$ cat config.mk
export PLATFORM = sky130hd
export DESIGN_NAME = sck_div_encoder
export DESIGN_NICKNAME = d
export VERILOG_FILES = /design/src/rtl/sck_div_pkg.sv /design/src/rtl/sck_lead_one.sv /design/src/rtl/sck_round_up.sv /design/src/rtl/sck_cfg_pack.sv /design/src/rtl/sck_div_encoder.sv
export SDC_FILE = /design/constraint.sdc
export NUM_CORES = 1
export LEC_CHECK = 0
export CAP_MARGIN = 0
export CORE_MARGIN = 1
export CORE_UTILIZATION = 31
export DETAILED_ROUTE_END_ITERATION = 12
export DONT_BUFFER_PORTS = 1
export PLACE_DENSITY_LB_ADDON = 0.1
export SLEW_MARGIN = 20
export SYNTH_ARGS = -nofsm -noshare
export SYNTH_HDL_FRONTEND = slang
export SYNTH_SLANG_ARGS = --single-unit
$ cat constraint.sdc
create_clock -name clk -period 11.7 [get_ports clk]
set_input_delay 2.925 -clock clk [delete_from_list [all_inputs] [get_ports clk]]
set_output_delay 2.925 -clock clk [all_outputs]
set_load 0.1 [all_outputs]
$ cat src/rtl/sck_div_pkg.sv
package sck_div_pkg;
  localparam int RATIO_W = 32;
  localparam int MANT_W  = 4;
  localparam int EXP_W   = 3;
  localparam int WORK_W  = RATIO_W + 1;
  localparam int IDX_W   = $clog2(WORK_W + 1);
  localparam int MAX_EXP = (1 << EXP_W) - 1;
  localparam int CFG_W   = 8;

  typedef enum logic [1:0] {
    ST_IDLE,
    ST_SCAN,
    ST_ROUND,
    ST_RESCAN
  } enc_state_t;
endpackage

$ cat src/rtl/sck_lead_one.sv
module sck_lead_one #(
  parameter int W  = 33,
  parameter int IW = 6
) (
  input  logic [W-1:0]  vec_i,
  output logic [IW-1:0] pos_o
);
  // 1-based index of the highest set bit, 0 when the vector is empty
  always_comb begin
    pos_o = '0;
    for (int i = 0; i < W; i++) begin
      if (vec_i[i]) pos_o = IW'(i + 1);
    end
  end
endmodule

$ cat src/rtl/sck_round_up.sv
module sck_round_up #(
  parameter int W  = 33,
  parameter int IW = 6
) (
  input  logic [W-1:0]  val_i,
  input  logic [IW-1:0] exp_i,
  output logic [W-1:0]  val_o
);
  logic [W-1:0] low_mask;
  assign low_mask = (W'(1) << exp_i) - W'(1);
  // caller keeps the top bit clear, so the sum cannot wrap
  assign val_o = (val_i + low_mask) & ~low_mask;
endmodule

$ cat src/rtl/sck_cfg_pack.sv
module sck_cfg_pack #(
  parameter int MW = 4,
  parameter int EW = 3,
  parameter int CW = 8
) (
  input  logic [MW-1:0] mant_i,
  input  logic [EW-1:0] exp_i,
  output logic [CW-1:0] cfg_o
);
  always_comb begin
    cfg_o = '0;
    cfg_o[MW-1:0] = mant_i;
    cfg_o[4]      = exp_i[0];
    cfg_o[7:6]    = exp_i[2:1];
  end
endmodule

$ cat src/rtl/sck_div_encoder.sv
module sck_div_encoder
  import sck_div_pkg::*;
(
  input  logic               clk,
  input  logic               rst_n,
  input  logic               start_i,
  input  logic [RATIO_W-1:0] ratio_i,
  output logic               busy_o,
  output logic               done_o,
  output logic               err_o,
  output logic [MANT_W-1:0]  spr_o,
  output logic [EXP_W-1:0]   sppr_o,
  output logic [CFG_W-1:0]   cfg_byte_o
);
  enc_state_t        state_q;
  logic [WORK_W-1:0] work_q;
  logic [IDX_W-1:0]  exp_q;
  logic [IDX_W-1:0]  lead_pos;
  logic [IDX_W-1:0]  exp_now;
  logic [WORK_W-1:0] rounded;
  logic [WORK_W-1:0] shifted;
  logic              done_q, err_q;
  logic [MANT_W-1:0] spr_q;
  logic [EXP_W-1:0]  sppr_q;

  sck_lead_one #(.W(WORK_W), .IW(IDX_W)) u_lead (
    .vec_i (work_q),
    .pos_o (lead_pos)
  );

  sck_round_up #(.W(WORK_W), .IW(IDX_W)) u_round (
    .val_i (work_q),
    .exp_i (exp_q),
    .val_o (rounded)
  );

  assign exp_now = lead_pos - IDX_W'(MANT_W);
  assign shifted = work_q >> exp_now;

  always_ff @(posedge clk) begin
    if (!rst_n) begin
      state_q <= ST_IDLE;
      work_q  <= '0;
      exp_q   <= '0;
      done_q  <= 1'b0;
      err_q   <= 1'b0;
      spr_q   <= '0;
      sppr_q  <= '0;
    end else begin
      done_q <= 1'b0;
      case (state_q)
        ST_IDLE: begin
          if (start_i) begin
            work_q  <= (ratio_i == '0) ? WORK_W'(1) : {1'b0, ratio_i};
            state_q <= ST_SCAN;
          end
        end
        ST_SCAN: begin
          if (lead_pos <= IDX_W'(MANT_W)) begin
            spr_q   <= work_q[MANT_W-1:0];
            sppr_q  <= '0;
            err_q   <= 1'b0;
            done_q  <= 1'b1;
            state_q <= ST_IDLE;
          end else begin
            exp_q   <= exp_now;
            state_q <= ST_ROUND;
          end
        end
        ST_ROUND: begin
          work_q  <= rounded;
          state_q <= ST_RESCAN;
        end
        ST_RESCAN: begin
          if (exp_now > IDX_W'(MAX_EXP)) begin
            spr_q  <= '0;
            sppr_q <= '0;
            err_q  <= 1'b1;
          end else begin
            spr_q  <= shifted[MANT_W-1:0];
            sppr_q <= exp_now[EXP_W-1:0];
            err_q  <= 1'b0;
          end
          done_q  <= 1'b1;
          state_q <= ST_IDLE;
        end
        default: state_q <= ST_IDLE;
      endcase
    end
  end

  sck_cfg_pack #(.MW(MANT_W), .EW(EXP_W), .CW(CFG_W)) u_pack (
    .mant_i (spr_q),
    .exp_i  (sppr_q),
    .cfg_o  (cfg_byte_o)
  );

  assign busy_o = (state_q != ST_IDLE);
  assign done_o = done_q;
  assign err_o  = err_q;
  assign spr_o  = spr_q;
  assign sppr_o = sppr_q;
endmodule

; After elaboration in Yosys (flattened, before gate mapping)
; Index checks and enable logic that the tools add are counted.
[op_classes]
mux = 50
add_sub_neg = 3
n_eq_ne = 5
magnitude_cmp = 2
n_bitwise = 3
reduce_logical = 8
n_shift = 2
[ops]
columns = operator, n
row1 = two-way mux 5 bit, 16
row2 = case mux 33 bit (2 select lines), 1
row3 = two-way mux 4 bit, 10
row4 = adder 33 bit, 1
row5 = bitwise AND 33 bit, 1
row6 = two-way mux 33 bit, 1
row7 = inverter 33 bit, 1
row8 = << shifter 1 x 6 -> 33 bit (first input constant), 1
row9 = right shift 33 x 6 -> 4 bit, 1
row10 = subtractor 33 x 2 -> 33 bit (second input constant), 1
row11 = logical NOT 32 bit, 1
row12 = two-way mux 32 bit, 1
row13 = two-way mux 3 bit, 6
row14 = two-way mux 6 bit, 2
row15 = two-way mux 2 bit, 4
row16 = case mux 2 bit (4 select lines), 1
row17 = case mux 4 bit (2 select lines), 1
row18 = greater-than comparator 6 x 3 -> 1 bit (second input constant), 1
row19 = <= comparator 6 x 3 -> 1 bit (second input constant), 1
row20 = case mux 3 bit (2 select lines), 1
row21 = AND reduction 2 bit, 3
row22 = nonzero test 2 bit, 3
row23 = subtractor 6 x 3 -> 6 bit (second input constant), 1
row24 = == test 2 bit (second input constant), 2
row25 = other kinds (6), 11
[word_totals]
inputBits = 35
register_bits = 50
wordCells = 80
output_inout_bits = 18

; Logic depth before layout (Yosys ltp)
; Gate-level depths: netlist of the first run.
[logic_depth]
word_depth = 37
ltp_mapped = 23
depth_no_buf = 21

; Cells and area by module
; From an unflattened synthesis of the first run, not the netlist that was laid out.
[hier_totals]
cells_unflattened = 781
hier_area_um2 = 5581.6
[modules_own_cells]
columns = mod, instances, cells_each, area_per_inst_um2, seq_area_each_um2
row1 = sck_div_encoder, 1, 308, 2721.4, 1001.0
row2 = sck_round_up, 1, 400, 2449.8, 0.0
row3 = sck_lead_one, 1, 64, 346.6, 0.0
row4 = sck_cfg_pack, 1, 9, 63.8, 0.0

; Worst setup path after synthesis of the first run
; OpenSTA, ideal clock, no wires.
[synth_path]
path_type = register to register
from = register exp_q[4]
to = register work_q[30]
slack_ps = 7372
n_path_buf = 3
stages_incl_launch_ff = 20
t_required_ps = 11630
arrival_time_ps = 4258
period_less_slack_ps = 4328
setup_ps = 70
path_cell_list = dfxtp_1 clkbuf_1 nor2_1 inv_1 nor2_1 nand3b_1 ha_1 clkbuf_1 buf_1 a22o_1 ha_1 o21ai_0 a21oi_1 o2111ai_1 a211o_1 a2111oi_2 o21ai_1 and3_1 o41a_1 a21oi_1
[synth_via]
elab_chain_len = 5
word_cells_on_any_way = 6
cone_classes = 2 x add/sub / 1 x shift / 1 x mux / 2 x bitwise
[synth_rtl]
columns = item, line_no
row1 = from (decl), sck_div_encoder.sv:17  ; logic [IDX_W-1:0] exp_q;
row2 = from (signal assigned), sck_div_encoder.sv:66  ; exp_q <= exp_now;
row3 = << shifter 1 x 6 -> 33 bit *, sck_round_up.sv:10  ; assign low_mask = (W'(1) << exp_i) - W'(1);
row4 = subtractor 33 x 2 -> 33 bit *, sck_round_up.sv:10
row5 = adder 33 bit or inverter 33 bit (tied branches), sck_round_up.sv:12  ; assign val_o = (val_i + low_mask) & ~low_mask;
row6 = bitwise AND 33 bit *, sck_round_up.sv:12
row7 = case mux 33 bit (2 select lines) *, sck_div_encoder.sv:51  ; case (state_q)
row8 = to (signal assigned), sck_div_encoder.sv:54  ; work_q <= (ratio_i == '0) ? WORK_W'(1) : {1'b0, ratio_i};
row9 = to (signal assigned), sck_div_encoder.sv:71  ; work_q <= rounded;
row10 = to (decl), sck_div_encoder.sv:16  ; logic [WORK_W-1:0] work_q;
; Every way passes the cells marked *; elsewhere a longest branch is shown, timed or not.
; A chain may end at the register's enable or synchronous reset.

; Worst setup path in the final report of the first run
[layout_path]
from = register exp_q[5]
to = register work_q[30]
; Same word-level chain as after synthesis.

==> results of run 1 <==
[worst max-delay path: cells and delay by family (launching register included)]
kind,cells,cell delay [ns]
buffers and inverters,1,0.24
flip-flops,1,0.68
adder cells (fa/ha/maj),2,0.87
AND/OR/NAND/NOR,5,0.77
AO/OA/AOI/OAI,10,2.99
[flip-flops by register name, summed over array words and instances (netlist names), named ones only]
name     flops
spr_o        4
err_o        1
exp_q        6
work_q      33
state_q      1
done_o       1
sppr_o       3
[worst max-delay path by stage]
| stage | start | endpoint | slack (ns) | cells after the start |
|---|---|---|---|---|
| floorplan | exp_q[4] | work_q[30] | 7.37 | 19 |
| global placement | exp_q[5] | work_q[30] | 6.32 | 18 |
| detailed placement | exp_q[5] | work_q[30] | 6.20 | 18 |
| CTS | exp_q[5] | work_q[30] | 6.15 | 18 |
| global route | exp_q[5] | work_q[30] | 5.67 | 18 |
| finish | exp_q[5] | work_q[30] | 6.06 | 18 |
[routing by layer]
| layer | track usage, % | share of wire, % | up-vias |
|---|---|---|---|
| li1 | - | - | 2944 |
| met4 | 5.38 | 1.4 | 2 |
| met5 | 0 | 0.059 | - |
| met2 | 37.5 | 47 | 174 |
| met3 | 2.86 | 4.3 | 29 |
| met1 | 30.5 | 47 | 2970 |
[final cells by class]
type / instances / area [sq um]
multi-input cells: 664 / 4320
well taps: 229 / 287
clock inverters: 3 / 28.8
fillers: 1944 / 12200
inverters: 40 / 150
repair buffers: 6 / 45.0
flip-flops and latches: 50 / 1010
clock buffers: 5 / 125
[metrics by stage]
step | util [%] | hold slack [ns] | std cells | worst slack [ns]
floorplan | - | 0.479 | 819 | 7.37
global placement | 31.9 | 0.543 | 989 | 6.32
detailed placement | 31.9 | 0.538 | 989 | 6.20
CTS | 32.7 | 0.550 | 997 | 6.15
global route | 32.7 | 0.580 | 997 | 5.67
finish | 32.7 | 0.550 | 997 | 6.06
[cell usage in the layout, fill, tap and decap left out, types with 20 or more instances in the layout]
cell,netlist,layout
sky130_fd_sc_hd__a211oi_1,20,20
sky130_fd_sc_hd__ha_1,35,35
sky130_fd_sc_hd__nor2_1,83,81
sky130_fd_sc_hd__o21ai_0,73,72
sky130_fd_sc_hd__inv_1,38,38
sky130_fd_sc_hd__nor3_1,22,22
sky130_fd_sc_hd__dfxtp_1,50,43
sky130_fd_sc_hd__nand2_1,73,73
sky130_fd_sc_hd__a21oi_1,74,74
[logic make-up (layout without fill, tap and decap cells)]
group	count (synthesis)	in the layout	synth area share, %
XOR/XNOR	27	27	4.05
multiplexers	19	19	3.68
flip-flops	50	50	17.1
AND/OR/NAND/NOR	275	275	22.2
AO/OA/AOI/OAI	306	306	35.8
buffers and inverters	105	54	9.23
adder cells (fa/ha/maj)	36	36	7.84
other	1	1	0.0642
[report_power, final]
group / switching, uW / internal (uW) / leakage (uW)
logic: 332 / 199 / 0.00175
clock network: 84.2 / 82.6 / 0.0000763
registers: 60.4 / 186 / 0.000415
==> flow_metrics.env, run 1 <==
export IMPL_dpl_instance_area_sq_um=5800
export IMPL_critical_path_arrival_ns=5.88
export IMPL_maximum_number_of_pins_on_one_net_before_global_route_repair=61
export IMPL_fin_area_sq_um=5960
export IMPL_timing_max_cap_violations=0
export IMPL_cts_setup_buffers=0
export IMPL_yosysUniqueCellTypes=84
export IMPL_grt_pass1_vias=5817
export IMPL_floorplan_die_width_um=139
export IMPL_initial_utilization_pct=32.1
export IMPL_cts_hold_buffers_added=0
export IMPL_async_flop_share_pct=0
export IMPL_p_total_uw=945
export IMPL_final_stage_net_count=838
export IMPL_critical_path_required_ns=11.94
export IMPL_synth_ff_latch_count=50
export IMPL_critical_path_max_stage_delay_ns=0.68
export IMPL_synth_edff_count=0
export IMPL_numClockSinks=50
export IMPL_die_height_um=139
export IMPL_grt_overflow=0
export IMPL_routed_len_inst_um=22.0
export IMPL_timing_worst_slew_pin_value_ns=1.01
export IMPL_hold_path_class="reg2reg"
export IMPL_post_synthesis_net_count=890
export IMPL_power_per_cell_area_nw_per_um2=159
export IMPL_critPathMaxFanout=18
export IMPL_design_die_area_sq_um=19400
export IMPL_hold_crit_depth=2
export IMPL_ys_flop_type="sky130_fd_sc_hd__dfxtp_1"
export IMPL_drt_initial_drc_count=468
export IMPL_clock_latency_ns=0.31
export IMPL_worstReg2RegEnd="work_q[30]"
export IMPL_crit_path_end_kind="flop"
export IMPL_cp_common_cell="sky130_fd_sc_hd__nor2_1"
export IMPL_postCtsResizedCells=0
export IMPL_report_final_setup_viol=0
export IMPL_routabilityCongestion=0.933
export IMPL_synthesis_area_per_instance_sq_um=7.13
export IMPL_row_count=49
export IMPL_worstRegToRegCells=18
export IMPL_setup_reg_to_reg_worst_slack_ns=6.06
export IMPL_drv_slew=0
export IMPL_grt_antenna_before_repair=1
export IMPL_rsz0062_at_grt="false"
export IMPL_dp_hpwl_mm=16.6
export IMPL_syn_cell_area_sq_um=5840
export IMPL_io_pin_count=53
export IMPL_worst_slew_margin_rel_pct=32.1
export IMPL_grt_first_pass_wirelength_mm=33.9
export IMPL_clk_pin_slew_worst_paths_ns=0.08
export IMPL_yosys_top_cells_area="sky130_fd_sc_hd__dfxtp_1 (17%), sky130_fd_sc_hd__ha_1 (7.5%), sky130_fd_sc_hd__a21oi_1 (6.3%)"
export IMPL_globalRouteTotalUtil_pct=22.4
export IMPL_p_leak_uw=0.00224
export IMPL_hold_start="work_q[0]"
export IMPL_synth_commonest_cells="sky130_fd_sc_hd__nor2_1 (83), sky130_fd_sc_hd__a21oi_1 (74), sky130_fd_sc_hd__nand2_1 (73), sky130_fd_sc_hd__o21ai_0 (73), sky130_fd_sc_hd__dfxtp_1 (50)"
export IMPL_register_area_share_after_synthesis_pct=17.1
export IMPL_placeableCoreArea_sq_um=18200
export IMPL_clock_skew_ns=0.0111
export IMPL_finalCriticalPeriod_ns=5.64
export IMPL_netlist_area_leader_share_pct=17.1
export IMPL_drtPass1Iterations=5
export IMPL_netlist_instances=819
export IMPL_worst_hold_path_endpoint="work_q[0]"
export IMPL_tns_ns=0
export IMPL_cts_max_level=2
export IMPL_fmax_mhz=177
export IMPL_final_hold_viol_count=0
export IMPL_outcome="complete, no violations"
export IMPL_layout_worst_path_cycle_share_pct=48.2
export IMPL_critical_path_startpoint_type="flop"
export IMPL_cts_made_buffers=5
export IMPL_port_buffer_count=0
export IMPL_ant_nets=0
export IMPL_antennaDiodeCount=0
export IMPL_vdd_ir_drop_worst_mv=0.0719
export IMPL_timing_rr_start="exp_q[5]"
export IMPL_most_frequently_used_cell_type_in_the_post_synthesis_netlist="sky130_fd_sc_hd__nor2_1"
export IMPL_category_of_the_most_critical_setup_path="reg2reg"
export IMPL_cts_root_buf="sky130_fd_sc_hd__clkbuf_16"
export IMPL_critPathSlowestCell="sky130_fd_sc_hd__dfxtp_1"
export IMPL_synth_largest_area_cell="sky130_fd_sc_hd__dfxtp_1"
export IMPL_route_detailed_drc=0
export IMPL_route_vias_total=6119
export IMPL_tritoncts="built"
export IMPL_crit_chain="nor2_1 -> inv_1 -> nor2_1 -> nand3b_1 -> ha_1 -> nor2_1 -> a22o_1 -> a22o_1 -> ha_1 -> o21ai_0 -> a21oi_1 -> o2111ai_1 -> a211o_1 -> a2111oi_2 -> o21ai_1 -> and3_1 -> o41a_1 -> a21oi_1"
export IMPL_layout_area_overhead_vs_synth_pct=2.01
export IMPL_wl_mm=21.9
export IMPL_layout_drive_gt1_share_pct=6.90
export IMPL_vias_per_cell=6.14
export IMPL_count_of_yosys_warnings_during_synthesis=0
export IMPL_cts_path_max_buffers=2
Note: power is estimated with default switching activity, not from simulation.
==> inputs of run 2 (changes only) <==
--- a/config.mk
+++ b/config.mk
@@ -5,6 +5,7 @@
 export SDC_FILE = /design/constraint.sdc
 export NUM_CORES = 1
 export LEC_CHECK = 0
+export ABC_AREA = 1
 export CAP_MARGIN = 0
 export CORE_MARGIN = 1
 export CORE_UTILIZATION = 31
==> constraint.sdc (replaced) <==
create_clock -name clk -period 5.9 [get_ports clk]
set_input_delay 1.475 -clock clk [delete_from_list [all_inputs] [get_ports clk]]
set_output_delay 1.475 -clock clk [all_outputs]
set_load 0.1 [all_outputs]
==> flow_metrics.env, run 2 <==
export IMPL_power_per_cell_area_nw_per_um2=414
export IMPL_synth_largest_area_cell="sky130_fd_sc_hd__dfxtp_1"
export IMPL_critPathSlowestCell="sky130_fd_sc_hd__dfxtp_1"
export IMPL_critical_path_arrival_ns=5.02
export IMPL_routed_len_inst_um=18.9
export IMPL_finalCriticalPeriod_ns=4.78
export IMPL_critical_path_max_stage_delay_ns=0.51
export IMPL_hold_crit_depth=2
export IMPL_category_of_the_most_critical_setup_path="reg2reg"
export IMPL_floorplan_die_width_um=137
export IMPL_final_hold_viol_count=0
export IMPL_grt_pass1_vias=5723
export IMPL_final_cell_mix="sky130_fd_sc_hd__nand2_1 (202), sky130_fd_sc_hd__nand3_1 (111), sky130_fd_sc_hd__nor2_1 (101)"
export IMPL_register_area_share_after_synthesis_pct=17.6
export IMPL_synth_top_family_by_area="simple AND/OR/NAND/NOR gates"
export IMPL_grt_antenna_before_repair=1
export IMPL_synth_commonest_cells="sky130_fd_sc_hd__nand2_1 (202), sky130_fd_sc_hd__nand3_1 (111), sky130_fd_sc_hd__nor2_1 (102)"
export IMPL_largest_register="work_q"
export IMPL_port_buffer_count=0
export IMPL_synth_compound_area_share_pct=22.3
export IMPL_post_synthesis_net_count=1016
export IMPL_worst_slew_margin_rel_pct=31.5
export IMPL_cts_max_level=2
export IMPL_synthSimpleGateAreaFrac_pct=36.2
export IMPL_drtPass1Iterations=6
export IMPL_vias_per_cell=5.46
export IMPL_grt_first_pass_wirelength_mm=33.0
export IMPL_layout_area_overhead_vs_synth_pct=5.62
export IMPL_outcome="complete, no violations"
export IMPL_fill_cells=2085
export IMPL_fin_area_sq_um=5990
export IMPL_wl_mm=21.8
export IMPL_cts_made_buffers=5
export IMPL_worstRegToRegCells=28
export IMPL_design_die_area_sq_um=18900
export IMPL_io_pin_count=53
export IMPL_grt_overflow=0
export IMPL_critPathMaxFanout=10
export IMPL_rsz0062_at_grt="false"
export IMPL_row_count=49
export IMPL_final_stage_net_count=990
export IMPL_synth_adder_area_share_pct=8.07
export IMPL_cts_hold_buffers_added=0
export IMPL_die_height_um=137
export IMPL_p_leak_uw=0.00268
export IMPL_dp_hpwl_mm=17.0
export IMPL_synthesis_area_per_instance_sq_um=6.01
export IMPL_p_total_uw=2480
export IMPL_ant_nets=0
export IMPL_clock_latency_ns=0.31
export IMPL_clock_skew_ns=0.00625
export IMPL_layout_drive_gt1_share_pct=6.96
export IMPL_maximum_number_of_pins_on_one_net_before_global_route_repair=38
export IMPL_initial_utilization_pct=31.6
export IMPL_placeableCoreArea_sq_um=18000
export IMPL_synth_edff_count=0
export IMPL_layout_worst_path_cycle_share_pct=81.0
export IMPL_cts_path_max_buffers=2
export IMPL_final_core_utilization_pct=33.4
export IMPL_yosys_top_cells_area="sky130_fd_sc_hd__dfxtp_1 (18%), sky130_fd_sc_hd__nand2_1 (13%), sky130_fd_sc_hd__nand3_1 (9.8%)"
export IMPL_most_frequently_used_cell_type_in_the_post_synthesis_netlist="sky130_fd_sc_hd__nand2_1"
export IMPL_critical_path_startpoint_type="flop"
export IMPL_hold_path_class="reg2reg"
export IMPL_timing_worst_slew_pin_value_ns=1.03
export IMPL_route_detailed_drc=0
export IMPL_numClockSinks=50
export IMPL_clk_pin_slew_worst_paths_ns=0.08
export IMPL_critical_path_required_ns=6.15
export IMPL_ys_flop_type="sky130_fd_sc_hd__dfxtp_1"
export IMPL_route_vias_total=6281
export IMPL_layout_cells_most_common="sky130_fd_sc_hd__nand2_1"
export IMPL_timing_max_cap_violations=0
export IMPL_cts_setup_buffers=0
export IMPL_largest_register_ff_count=33
export IMPL_syn_cell_area_sq_um=5680
export IMPL_drt_initial_drc_count=559
export IMPL_crit_path_end_kind="flop"
export IMPL_vdd_ir_drop_worst_mv=0.164
export IMPL_synth_xor_xnor_area_share_pct=4.48
export IMPL_netlist_instances=945
export IMPL_dpl_instance_area_sq_um=5820
export IMPL_count_of_yosys_warnings_during_synthesis=0
export IMPL_yosys_mux_area_fraction_pct=0
export IMPL_async_flop_share_pct=0
export IMPL_netlist_area_leader_share_pct=17.6
export IMPL_report_final_setup_viol=0
export IMPL_cts_root_buf="sky130_fd_sc_hd__clkbuf_16"
export IMPL_tns_ns=0
export IMPL_synth_ff_latch_count=50
export IMPL_globalRouteTotalUtil_pct=23.6
export IMPL_drv_slew=0
export IMPL_tritoncts="built"
export IMPL_postCtsResizedCells=0
export IMPL_routabilityCongestion=0.904
export IMPL_fmax_mhz=209
export IMPL_yosysUniqueCellTypes=53
## run 2: cell count changes after synthesis, sizes merged, moves of 13 or more
cell and delta:
nand2 +133, nand3 +97, inv +70, clkbuf -25, nor2 +24, mux2i -17, a221oi +16, a211oi -13
o21a -13
## run 2: cell type report
| cell class | instances | area, sq um | share of cell area, % |
|---|---|---|---|
| multi-input combinational | 741 | 4040 | 67.4 |
| sequential | 50 | 1010 | 16.8 |
| inverter | 114 | 435 | 7.26 |
| tap | 229 | 287 | 4.78 |
| clock buffer | 5 | 125 | 2.09 |
| timing repair buffer | 7 | 52.6 | 0.877 |
| clock inverter | 3 | 45.0 | 0.751 |
| antenna | 1 | 2.50 | 0.0417 |
## run 2: logic make-up after synthesis
group	after synthesis
xor gates and xnor gates	29
other	1
DFF	50
and+or+nand+nor	471
adders and majority gates	36
AOI/OAI and AO/OA	204
buffers and inverters	154
## run 2: path summary, 6_finish.rpt
path         startpoint          to  slack [ns]
max            exp_q[3]  work_q[30]        1.12
min reg2reg  state_q[0]       err_o        0.54
min          state_q[0]       err_o        0.54
max reg2reg    exp_q[3]  work_q[30]        1.12
## run 2: power by group
part,total (uW),internal (uW),switching (uW)
logic,1660,529,1130
registers,462,379,83.2
clock network,359,201,158
## run 2: per-layer routing
| layer | track usage (%) | wire (um) | part of all wire [%] | up-vias |
|---|---|---|---|---|
| met3 | 3.46 | 1160 | 5.3 | 25 |
| met5 | 0 | 0 | 0 | - |
| met2 | 36.4 | 9580 | 44 | 179 |
| li1 | - | - | - | 3157 |
| met4 | 7.75 | 565 | 2.6 | 0 |
| met1 | 33.4 | 10500 | 48 | 2920 |
## run 2: worst max-delay path, delay by kind of cell (launching register included)
family	cells	cell delay [ns]
buf+inv	4	0.34
simple gates	12	1.77
flops	1	0.51
compound gates	11	1.73
fa+ha+maj	1	0.35
## run 2: per-stage QoR
stage          hold slack [ns]  cells  worst slack [ns]
2_1_floorplan            0.491    945              1.97
3_3_place_gp             0.525   1141              1.21
3_5_place_dp             0.527   1141              1.17
4_1_cts                  0.539   1149              1.14
5_1_grt                  0.559   1149             0.387
6_report                 0.542   1150              1.12
